$ cat config.mk
export PLATFORM = sky130hd
export DESIGN_NAME = rtc_bcd_core
export DESIGN_NICKNAME = d
export VERILOG_FILES = /design/src/rtl/rtc_pkg.sv /design/src/rtl/rtc_lock.sv /design/src/rtl/rtc_sync_ctrl.sv /design/src/rtl/rtc_counter.sv /design/src/rtl/rtc_irq.sv /design/src/rtl/rtc_bcd_core.sv
export SDC_FILE = /design/constraint.sdc
export NUM_CORES = 1
export LEC_CHECK = 0
export ABC_AREA = 1
export BUFFER_PORTS_ARGS = -buffer_cell sky130_fd_sc_hd__buf_4
export CAP_MARGIN = 0
export CELL_PAD_IN_SITES_DETAIL_PLACEMENT = 2
export CELL_PAD_IN_SITES_GLOBAL_PLACEMENT = 2
export CORE_MARGIN = 3
export CORE_UTILIZATION = 34
export DETAILED_ROUTE_END_ITERATION = 12
export GPL_TIMING_DRIVEN = 1
export PLACE_DENSITY = 0.94
export SYNTH_ARGS = -nofsm -noshare
export SYNTH_HDL_FRONTEND = slang
export SYNTH_SLANG_ARGS = --single-unit
$ cat constraint.sdc
create_clock -name clk -period 4.6 [get_ports clk]
set_clock_uncertainty 0.1 [all_clocks]
set_input_delay 0.92 -clock clk [delete_from_list [all_inputs] [get_ports clk]]
set_output_delay 0.92 -clock clk [all_outputs]
set_load 0.05 [all_outputs]
$ cat src/rtl/rtc_pkg.sv
package rtc_pkg;

    localparam int STAT_W   = 6;
    localparam int ST_ACK   = 0;
    localparam int ST_ALARM = 1;
    localparam int ST_SEC   = 2;
    localparam int ST_TIMEV = 3;
    localparam int ST_CALEV = 4;
    localparam int ST_ERR   = 5;

    typedef enum logic [3:0] {
        RA_CTRL   = 4'd0,
        RA_TIME   = 4'd1,
        RA_CAL    = 4'd2,
        RA_STATUS = 4'd3,
        RA_CLEAR  = 4'd4,
        RA_IEN    = 4'd5,
        RA_IDIS   = 4'd6,
        RA_IMASK  = 4'd7,
        RA_VALID  = 4'd8,
        RA_LOCK   = 4'd9
    } reg_addr_e;

    typedef struct packed {
        logic [5:0] hour;
        logic [7:0] min;
        logic [7:0] sec;
    } clk_time_t;

    typedef struct packed {
        logic [5:0] date;
        logic [2:0] wday;
        logic [4:0] month;
        logic [7:0] year;
        logic [7:0] cent;
    } clk_cal_t;

    localparam int TIME_W = $bits(clk_time_t);
    localparam int CAL_W  = $bits(clk_cal_t);

    function automatic logic bcd_in_range(logic [7:0] v, logic [7:0] lo, logic [7:0] hi);
        return (v[3:0] <= 4'd9) && (v[7:4] <= 4'd9) && (v >= lo) && (v <= hi);
    endfunction

    function automatic logic [7:0] bcd_inc(logic [7:0] v);
        if (v[3:0] >= 4'd9) return {v[7:4] + 4'd1, 4'd0};
        return {v[7:4], v[3:0] + 4'd1};
    endfunction

    // Two-digit BCD year divisible by four: the tens digit's parity picks the unit set.
    function automatic logic leap_year(logic [7:0] yr);
        if (yr[4]) return (yr[3:0] == 4'd2) || (yr[3:0] == 4'd6);
        return (yr[3:0] == 4'd0) || (yr[3:0] == 4'd4) || (yr[3:0] == 4'd8);
    endfunction

    function automatic logic [7:0] month_len(logic [4:0] mon, logic [7:0] yr);
        case (mon)
            5'h02:                      return leap_year(yr) ? 8'h29 : 8'h28;
            5'h04, 5'h06, 5'h09, 5'h11: return 8'h30;
            default:                    return 8'h31;
        endcase
    endfunction

    function automatic logic time_legal(clk_time_t t);
        return bcd_in_range(t.sec, 8'h00, 8'h59) &&
               bcd_in_range(t.min, 8'h00, 8'h59) &&
               bcd_in_range({2'b00, t.hour}, 8'h00, 8'h23);
    endfunction

    function automatic logic cal_legal(clk_cal_t c);
        return bcd_in_range({2'b00, c.date}, 8'h01, month_len(c.month, c.year)) &&
               bcd_in_range({3'b000, c.month}, 8'h01, 8'h12) &&
               bcd_in_range(c.year, 8'h00, 8'h99) &&
               bcd_in_range(c.cent, 8'h00, 8'h99) &&
               (c.wday != 3'd0);
    endfunction

endpackage

$ cat src/rtl/rtc_lock.sv
module rtc_lock #(
    parameter int          DATA_W = 32,
    parameter int          KEY_W  = 24,
    parameter logic [KEY_W-1:0] KEY = 24'h525443
) (
    input  logic              clk,
    input  logic              rst_n,
    input  logic              we_i,
    input  logic [DATA_W-1:0] wdata_i,
    output logic              locked_o
);

    typedef struct packed {
        logic locked;
    } lock_state_t;

    lock_state_t s_q, s_d;
    logic        key_ok;

    always_comb begin
        s_d    = s_q;
        key_ok = (wdata_i[DATA_W-1 -: KEY_W] == KEY);
        if (we_i && key_ok) begin
            s_d.locked = wdata_i[0];
        end
    end

    always_ff @(posedge clk) begin
        if (!rst_n) s_q <= '{locked: 1'b1};
        else        s_q <= s_d;
    end

    assign locked_o = s_q.locked;

    assert_badkey_R2: assert property (@(posedge clk) disable iff (!rst_n)
        (we_i && (wdata_i[DATA_W-1 -: KEY_W] != KEY)) |=> $stable(s_q.locked));

endmodule

$ cat src/rtl/rtc_sync_ctrl.sv
module rtc_sync_ctrl #(
    parameter int REQ_W = 2
) (
    input  logic             clk,
    input  logic             rst_n,
    input  logic             tick_i,
    input  logic             ctrl_we_i,
    input  logic [REQ_W-1:0] req_wdata_i,
    output logic [REQ_W-1:0] req_o,
    output logic             granted_o,
    output logic             ack_evt_o
);

    typedef struct packed {
        logic [REQ_W-1:0] req;
        logic             granted;
    } sync_state_t;

    sync_state_t s_q, s_d;

    always_comb begin
        s_d       = s_q;
        ack_evt_o = tick_i && (s_q.req != '0) && !s_q.granted;
        if (tick_i && (s_q.req != '0)) begin
            s_d.granted = 1'b1;
        end
        if (ctrl_we_i) begin
            s_d.req = req_wdata_i;
        end
        if (s_d.req == '0) begin
            s_d.granted = 1'b0;
        end
    end

    always_ff @(posedge clk) begin
        if (!rst_n) s_q <= '0;
        else        s_q <= s_d;
    end

    assign req_o     = s_q.req;
    assign granted_o = s_q.granted;

    assert_grant_on_tick_R6: assert property (@(posedge clk) disable iff (!rst_n)
        $rose(s_q.granted) |-> $past(tick_i));

    assert_grant_needs_req_R6: assert property (@(posedge clk) disable iff (!rst_n)
        s_q.granted |-> (s_q.req != '0));

endmodule

$ cat src/rtl/rtc_counter.sv
module rtc_counter
    import rtc_pkg::*;
#(
    parameter logic [31:0] RST_TIME = 32'h0000_0000,
    parameter logic [31:0] RST_CAL  = 32'h0121_0020
) (
    input  logic              clk,
    input  logic              rst_n,
    input  logic              advance_i,
    input  logic              time_we_i,
    input  logic              cal_we_i,
    input  logic [TIME_W-1:0] time_wdata_i,
    input  logic [CAL_W-1:0]  cal_wdata_i,
    output clk_time_t         time_o,
    output clk_cal_t          cal_o,
    output logic              min_evt_o,
    output logic              day_evt_o
);

    typedef struct packed {
        clk_time_t t;
        clk_cal_t  c;
    } cnt_state_t;

    cnt_state_t s_q, s_d;
    logic sec_wrap, min_wrap, hour_wrap, date_wrap, mon_wrap, year_wrap;
    logic [7:0] hour_nx, date_nx, month_nx;

    always_comb begin
        s_d       = s_q;
        sec_wrap  = (s_q.t.sec == 8'h59);
        min_wrap  = sec_wrap && (s_q.t.min == 8'h59);
        hour_wrap = min_wrap && (s_q.t.hour == 6'h23);
        date_wrap = hour_wrap && ({2'b00, s_q.c.date} == month_len(s_q.c.month, s_q.c.year));
        mon_wrap  = date_wrap && (s_q.c.month == 5'h12);
        year_wrap = mon_wrap && (s_q.c.year == 8'h99);
        hour_nx   = bcd_inc({2'b00, s_q.t.hour});
        date_nx   = bcd_inc({2'b00, s_q.c.date});
        month_nx  = bcd_inc({3'b000, s_q.c.month});

        if (advance_i) begin
            s_d.t.sec = sec_wrap ? 8'h00 : bcd_inc(s_q.t.sec);
            if (sec_wrap) begin
                s_d.t.min = (s_q.t.min == 8'h59) ? 8'h00 : bcd_inc(s_q.t.min);
            end
            if (min_wrap) begin
                s_d.t.hour = (s_q.t.hour == 6'h23) ? 6'h00 : hour_nx[5:0];
            end
            if (hour_wrap) begin
                s_d.c.date = date_wrap ? 6'h01 : date_nx[5:0];
                s_d.c.wday = (s_q.c.wday == 3'd7) ? 3'd1 : s_q.c.wday + 3'd1;
            end
            if (date_wrap) begin
                s_d.c.month = mon_wrap ? 5'h01 : month_nx[4:0];
            end
            if (mon_wrap) begin
                s_d.c.year = year_wrap ? 8'h00 : bcd_inc(s_q.c.year);
            end
            if (year_wrap) begin
                s_d.c.cent = (s_q.c.cent == 8'h99) ? 8'h00 : bcd_inc(s_q.c.cent);
            end
        end

        if (time_we_i) s_d.t = clk_time_t'(time_wdata_i);
        if (cal_we_i)  s_d.c = clk_cal_t'(cal_wdata_i);
    end

    always_ff @(posedge clk) begin
        if (!rst_n) s_q <= cnt_state_t'({RST_TIME[TIME_W-1:0], RST_CAL[CAL_W-1:0]});
        else        s_q <= s_d;
    end

    assign time_o    = s_q.t;
    assign cal_o     = s_q.c;
    assign min_evt_o = advance_i && sec_wrap;
    assign day_evt_o = advance_i && hour_wrap;

    // A legal date and time stays legal across any number of steps.
    assert_legal_kept_R4: assert property (@(posedge clk) disable iff (!rst_n)
        (advance_i && !time_we_i && !cal_we_i && time_legal(s_q.t) && cal_legal(s_q.c))
        |=> (time_legal(s_q.t) && cal_legal(s_q.c)));

    assert_weekday_nonzero_R5: assert property (@(posedge clk) disable iff (!rst_n)
        (advance_i && !cal_we_i && (s_q.c.wday != 3'd0)) |=> (s_q.c.wday != 3'd0));

endmodule

$ cat src/rtl/rtc_irq.sv
module rtc_irq #(
    parameter int SRC_W = 6
) (
    input  logic             clk,
    input  logic             rst_n,
    input  logic [SRC_W-1:0] set_i,
    input  logic             clr_we_i,
    input  logic             ien_we_i,
    input  logic             idis_we_i,
    input  logic [SRC_W-1:0] wdata_i,
    output logic [SRC_W-1:0] status_o,
    output logic [SRC_W-1:0] mask_o,
    output logic             irq_o
);

    typedef struct packed {
        logic [SRC_W-1:0] status;
        logic [SRC_W-1:0] mask;
    } irq_state_t;

    irq_state_t s_q, s_d;

    always_comb begin
        s_d = s_q;
        if (clr_we_i)  s_d.status = s_q.status & ~wdata_i;
        s_d.status = s_d.status | set_i;
        if (ien_we_i)  s_d.mask = s_d.mask | wdata_i;
        if (idis_we_i) s_d.mask = s_d.mask & ~wdata_i;
    end

    always_ff @(posedge clk) begin
        if (!rst_n) s_q <= '0;
        else        s_q <= s_d;
    end

    assign status_o = s_q.status;
    assign mask_o   = s_q.mask;
    assign irq_o    = |(s_q.status & s_q.mask);

    assert_w1c_R10: assert property (@(posedge clk) disable iff (!rst_n)
        clr_we_i |=> ((s_q.status & $past(wdata_i & ~set_i)) == '0));

    assert_sticky_R10: assert property (@(posedge clk) disable iff (!rst_n)
        !clr_we_i |=> ((s_q.status & $past(s_q.status)) == $past(s_q.status)));

    assert_ien_sets_R11: assert property (@(posedge clk) disable iff (!rst_n)
        (ien_we_i && !idis_we_i) |=> ((s_q.mask & $past(wdata_i)) == $past(wdata_i)));

endmodule

$ cat src/rtl/rtc_bcd_core.sv
module rtc_bcd_core
    import rtc_pkg::*;
#(
    parameter int          ADDR_W   = 4,
    parameter int          KEY_W    = 24,
    parameter logic [KEY_W-1:0] LOCK_KEY = 24'h525443,
    parameter logic [31:0] RST_TIME = 32'h0000_0000,
    parameter logic [31:0] RST_CAL  = 32'h0121_0020
) (
    input  logic              clk,
    input  logic              rst_n,
    input  logic              tick_i,
    input  logic              bus_we_i,
    input  logic [ADDR_W-1:0] bus_addr_i,
    input  logic [31:0]       bus_wdata_i,
    output logic [31:0]       bus_rdata_o,
    output logic              irq_o
);

    localparam int DATA_W = 32;
    localparam int REQ_W  = 2;

    logic             locked, granted, ack_evt, min_evt, day_evt;
    logic [REQ_W-1:0] req;
    logic             ctrl_we, lock_we, time_we, cal_we, clr_we, ien_we, idis_we;
    logic             nv_time, nv_cal, advance;
    clk_time_t        time_w;
    clk_cal_t         cal_w;
    logic [STAT_W-1:0] stat_set, status, mask;

    always_comb begin
        ctrl_we = bus_we_i && (bus_addr_i == ADDR_W'(RA_CTRL)) && !locked;
        lock_we = bus_we_i && (bus_addr_i == ADDR_W'(RA_LOCK));
        time_we = bus_we_i && (bus_addr_i == ADDR_W'(RA_TIME)) && granted && req[0];
        cal_we  = bus_we_i && (bus_addr_i == ADDR_W'(RA_CAL))  && granted && req[1];
        clr_we  = bus_we_i && (bus_addr_i == ADDR_W'(RA_CLEAR));
        ien_we  = bus_we_i && (bus_addr_i == ADDR_W'(RA_IEN));
        idis_we = bus_we_i && (bus_addr_i == ADDR_W'(RA_IDIS));
        nv_time = !time_legal(time_w);
        nv_cal  = !cal_legal(cal_w);
        advance = tick_i && (req == '0) && !nv_time && !nv_cal;

        stat_set           = '0;
        stat_set[ST_ACK]   = ack_evt;
        stat_set[ST_SEC]   = advance;
        stat_set[ST_TIMEV] = min_evt;
        stat_set[ST_CALEV] = day_evt;
    end

    rtc_lock #(.DATA_W(DATA_W), .KEY_W(KEY_W), .KEY(LOCK_KEY)) u_lock (
        .clk      (clk),
        .rst_n    (rst_n),
        .we_i     (lock_we),
        .wdata_i  (bus_wdata_i),
        .locked_o (locked)
    );

    rtc_sync_ctrl #(.REQ_W(REQ_W)) u_sync (
        .clk         (clk),
        .rst_n       (rst_n),
        .tick_i      (tick_i),
        .ctrl_we_i   (ctrl_we),
        .req_wdata_i (bus_wdata_i[REQ_W-1:0]),
        .req_o       (req),
        .granted_o   (granted),
        .ack_evt_o   (ack_evt)
    );

    rtc_counter #(.RST_TIME(RST_TIME), .RST_CAL(RST_CAL)) u_count (
        .clk          (clk),
        .rst_n        (rst_n),
        .advance_i    (advance),
        .time_we_i    (time_we),
        .cal_we_i     (cal_we),
        .time_wdata_i (bus_wdata_i[TIME_W-1:0]),
        .cal_wdata_i  (bus_wdata_i[CAL_W-1:0]),
        .time_o       (time_w),
        .cal_o        (cal_w),
        .min_evt_o    (min_evt),
        .day_evt_o    (day_evt)
    );

    rtc_irq #(.SRC_W(STAT_W)) u_irq (
        .clk       (clk),
        .rst_n     (rst_n),
        .set_i     (stat_set),
        .clr_we_i  (clr_we),
        .ien_we_i  (ien_we),
        .idis_we_i (idis_we),
        .wdata_i   (bus_wdata_i[STAT_W-1:0]),
        .status_o  (status),
        .mask_o    (mask),
        .irq_o     (irq_o)
    );

    always_comb begin
        bus_rdata_o = '0;
        case (bus_addr_i)
            ADDR_W'(RA_CTRL):   bus_rdata_o = DATA_W'(req);
            ADDR_W'(RA_TIME):   bus_rdata_o = DATA_W'(time_w);
            ADDR_W'(RA_CAL):    bus_rdata_o = DATA_W'(cal_w);
            ADDR_W'(RA_STATUS): bus_rdata_o = DATA_W'(status);
            ADDR_W'(RA_IMASK):  bus_rdata_o = DATA_W'(mask);
            ADDR_W'(RA_VALID):  bus_rdata_o = DATA_W'({nv_cal, nv_time});
            ADDR_W'(RA_LOCK):   bus_rdata_o = DATA_W'(locked);
            default:            bus_rdata_o = '0;
        endcase
    end

    assert_step_R3: assert property (@(posedge clk) disable iff (!rst_n)
        (advance && !time_we) |=> (time_w != $past(time_w)));

    assert_frozen_R6: assert property (@(posedge clk) disable iff (!rst_n)
        ((req != '0) && !time_we && !cal_we) |=> ($stable(time_w) && $stable(cal_w)));

    assert_wr_gate_R7: assert property (@(posedge clk) disable iff (!rst_n)
        (bus_we_i && (bus_addr_i == ADDR_W'(RA_TIME)) && !granted && !tick_i) |=> $stable(time_w));

    assert_invalid_hold_R9: assert property (@(posedge clk) disable iff (!rst_n)
        ((nv_time || nv_cal) && !time_we && !cal_we) |=> ($stable(time_w) && $stable(cal_w)));

    assert_read_steady_R12: assert property (@(posedge clk) disable iff (!rst_n)
        (!tick_i && !time_we && !cal_we) |=> ($stable(time_w) && $stable(cal_w)));

endmodule

==> impl_summary.md <==
Drt
The number of search-and-repair iterations in the first detailed-routing pass is 5. The total detailed-routing wirelength is a little under 30,000 microns. Dividing the detail-routed wire length by the instance count gives roughly 25 microns.

After the first detailed-routing iteration, the DRC count stood at between 500 and 600. The detailed router placed 6,835 vias in this run. In the routed layout, each cell is associated on average with a via count of around 5.9. The antenna violation net count after detailed routing is 0. The remaining routing DRC violations is 0.

Pwr
The leakage dissipation is ~3.0 nW. Per report_power, the combinational group accounts for under 10% of the total. In this run, flip-flops and latches consume between 40% and 50% of the power. The power spent charging and discharging nets is about 420 uW. The total power draw is roughly 1.5 mW. VDD sags by at most about 0.22 mV. The total power divided by cell area is between 200 and 250 nW/um^2. The share of total power dissipated in the clock network is around 51%. The fraction of power spent switching nets is 28.4%. The internal portion of total power is approximately 1.1 mW.

STA
The number of slew-limit violations in the final report came to 0. The least setup slack across all paths after layout is between 200 and 250 ps. The final-report hold violation count came to 0.

The pin slew with the least headroom to its limit is ~1200 ps. The worst pin sits at a relative slew slack of approximately 17%. The worst path in the final design needs a cycle of about 4400 ps, including I/O delays and setup. The final sum of negative setup slack is 0 ps. Across all hold checks on the routed design, the worst slack comes to 380 ps. Setup repair after global routing left no endpoint under its margin. For this run, the top clock speed supported by timing is around 230 MHz. After layout, the worst path uses ~95% of the clock period. Setup violations remaining at the end of the flow were counted as 0.

Synth
After synthesis, the most frequently instantiated cells are nand2_1, inv_1, nor2_1, nand3_1, dfxtp_1. The synthesized design contains 0 enable-type register cells. After synthesis, the largest area contributor takes up around 25% of total cell area.

The mean post-synth cell area is roughly 6.3 sq um. Sequential cells were found to cover about a quarter of the synthesized design area. After synthesis, the cell types taking the most area are dfxtp_1, nand2_1, ha_1. The most used flip-flop cell after synthesis is dfxtp_1. The number of warning messages in the yosys log is 0. The synthesized design spends more area on one cell type than any other, namely dfxtp_1. The synthesized netlist contains 44 unique library cells. The number of cells produced by synthesis is between 800 and 900.

The most common cell in the synthesized netlist is nand2_1. In this run the cell area of the synthesized design comes to between 5000 and 6000 sq um. The post-synthesis sequential element count is between 60 and 70.

The post-synthesis async set-or-reset flop share is 0%.

Global routing
The first-pass GRT wire length is about 45,000 microns. The maximum number of pins on one net before global-route repair is 37. The number of antenna violations at the first check in global routing came to 1. The overall overflow remaining after global route is 0. The number of global-route vias before repair came to approximately 7,600. Global routing consumed, over all layers together, approximately 33% of the routing resources.

Run status
The run finished with clean final reports.

CTS
The longest clock path from root to sink contains 2 buffers. The insertion delay of the later-clocked pin in the worst-skew pair is approximately 360 ps. The number of gates resized after CTS is 0. The number of setup buffers added after CTS is 0. The tree is rooted in a clkbuf_16. The number of H-tree branching levels is 3.

Clock tree synthesis found a total of just under 70 sinks. The number of clock buffers inserted by TritonCTS is 9. The total of hold buffers inserted after clock tree synthesis is 0. The clock transition at the registers of the reported paths is around 70 ps. TritonCTS built the clock tree.

Worst setup path
The buffer and inverter count on the worst path is 2. STA classifies the critical path endpoint as a primary output. The cell with the biggest individual delay on the critical path is dfxtp_1. On the worst path, the slowest cell contributes a delay of roughly 370 ps.

The signal on the critical path passes through inv_1 > ha_1 > nand2_1 > nor2_1 > a32oi_1 > ha_1 > nand4_1 > nand2_1 > nand3_1 > o21ai_1 > nand4_1 > buf_4. In this run the worst path has a maximum fanout of 5. The category of cells accounting for the largest share of critical-path delay is simple AND/OR/NAND/NOR gates.

The endpoint required time on the critical path is between 3000 and 4000 ps. The category of the worst setup path launch point is a flop. The type of the setup path with the least slack is reg2out. STA puts the critical path data arrival time at approximately 3300 ps.

Floorplanning
Once the floorplan was initialized, standard cells occupied 35.5% of the core. For this design the top-level I/O count stands at 73. Measured along the y axis, the die boundary spans roughly 130 microns. The full die area is between 15,000 and 20,000 sq um.

Row generation in the floorplan step produced 45 rows. The standard cell core area is 15,500 sq um. The floorplan step set the die width to roughly 130 microns.

Place
The half-perimeter wire length of the detailed placement result is 20,100 microns. Before CTS, the worst setup slack after placement is approximately 760 ps. The congestion estimate from routability-driven global placement came to around 0.90. Input and output buffers added on the ports amount to 70.

Finish
The count of nets after finishing is 1,022. The number of antenna diodes in the final layout is 0. In the final layout, the share of cells above drive strength 1 is about an eighth. Relative to the synthesized area, the layout overhead comes to 18.0%.

Flow run
The tool flagged a number of max-cap violations equal to 0.

Hold path
The class of the most critical hold timing path is reg2reg.
## worst paths after layout
| path | from | end | slack (ps) | depth (start not counted) |
|---|---|---|---|---|
| min | u_count.time_o[15]$_SDFFE_PN0P_ | u_count.time_o[15]$_SDFFE_PN0P_ | 380 | 2 |
| min reg2reg | u_count.time_o[15]$_SDFFE_PN0P_ | u_count.time_o[15]$_SDFFE_PN0P_ | 380 | 2 |
| max | u_count.cal_o[16]$_SDFFE_PN1P_ | bus_rdata_o[1] | 250 | 12 |
| max reg2reg | u_count.cal_o[16]$_SDFFE_PN1P_ | u_count.cal_o[27]$_SDFFE_PN0P_ | 900 | 15 |
## cells in the final DEF (no fill, tap or decap), drive strengths merged, types with 3 or more instances in the layout
master    n
a21oi    59
a221o     4
a22o      3
a22oi     4
a32oi     5
buf      73
clkbuf    9
clkinv    3
dfxtp    68
ha       46
inv     117
nand2   209
nand3    87
nand4     7
nor2    112
nor3     12
nor4      7
o21ai    55
o22ai    26
xnor2     3
xor2     16
## worst reg2reg max path, stage by stage (launching register included)
cell and delay (ps):
dfxtp_1 370, inv_1 190, ha_1 220, nand2_1 110, nor2_1 280, a32oi_1 190
ha_1 330, nand4_1 230, nand2_1 250, nand3_1 160, nor2_1 290, nand3_1 430
nand2_1 260, nand2_1 80, nand2_1 60, nor2_1 50
## layout make-up
cell class	count	area, sq um
clock buffer	9	225
clock inverter	7	73.8
fill	1932	9030
inverter	115	432
multi-input combinational	669	3610
sequential	68	1360
tap	211	264
timing repair buffer	73	548
## cells by family after synthesis
logic type               synth area share [%]
AO/OA/AOI/OAI                            17.0
XOR/XNOR                                 3.02
adder cells (fa/ha/maj)                  10.4
buffers and inverters                    10.1
flip-flops                               24.7
other                                  0.0679
AND/OR/NAND/NOR                          34.7
## power by group through the flow
stage,clock [mW],sequential (mW),combinational (mW)
6_report,0.751,0.595,0.126
5_1_grt,0.783,0.595,0.132
4_1_cts,0.762,0.595,0.122
3_5_place_dp,0,0.608,0.120
3_3_place_gp,0,0.608,0.114
2_1_floorplan,0,0.606,0.0594
## metrics by stage
stage | std cells | util, % | cell area [sq um]
after floorplan | 876 | - | 5520
after global placement | 1136 | 40.0 | 6210
after detailed placement | 1136 | 40.0 | 6210
after CTS | 1152 | 41.9 | 6510
after global routing | 1152 | 41.9 | 6510
final | 1152 | 41.9 | 6510
## flip-flops by register name, indices dropped and copies added, names as in the netlist, named ones only
| signal | cells |
|---|---|
| u_count.time_o | 22 |
| u_count.cal_o | 30 |
| u_sync.granted_o | 1 |
| u_irq.status_o | 6 |
| u_lock.locked_o | 1 |
| u_sync.req_o | 2 |
## metal layers
metal	part of all wire, %	GRT usage [%]	wire length [microns]
met5	0.024	0	7
met4	4.2	15.2	1220
met3	5.9	7.02	1720
met2	48	55.7	14000
met1	42	38.9	12100
(Power assumes the default switching activity.)
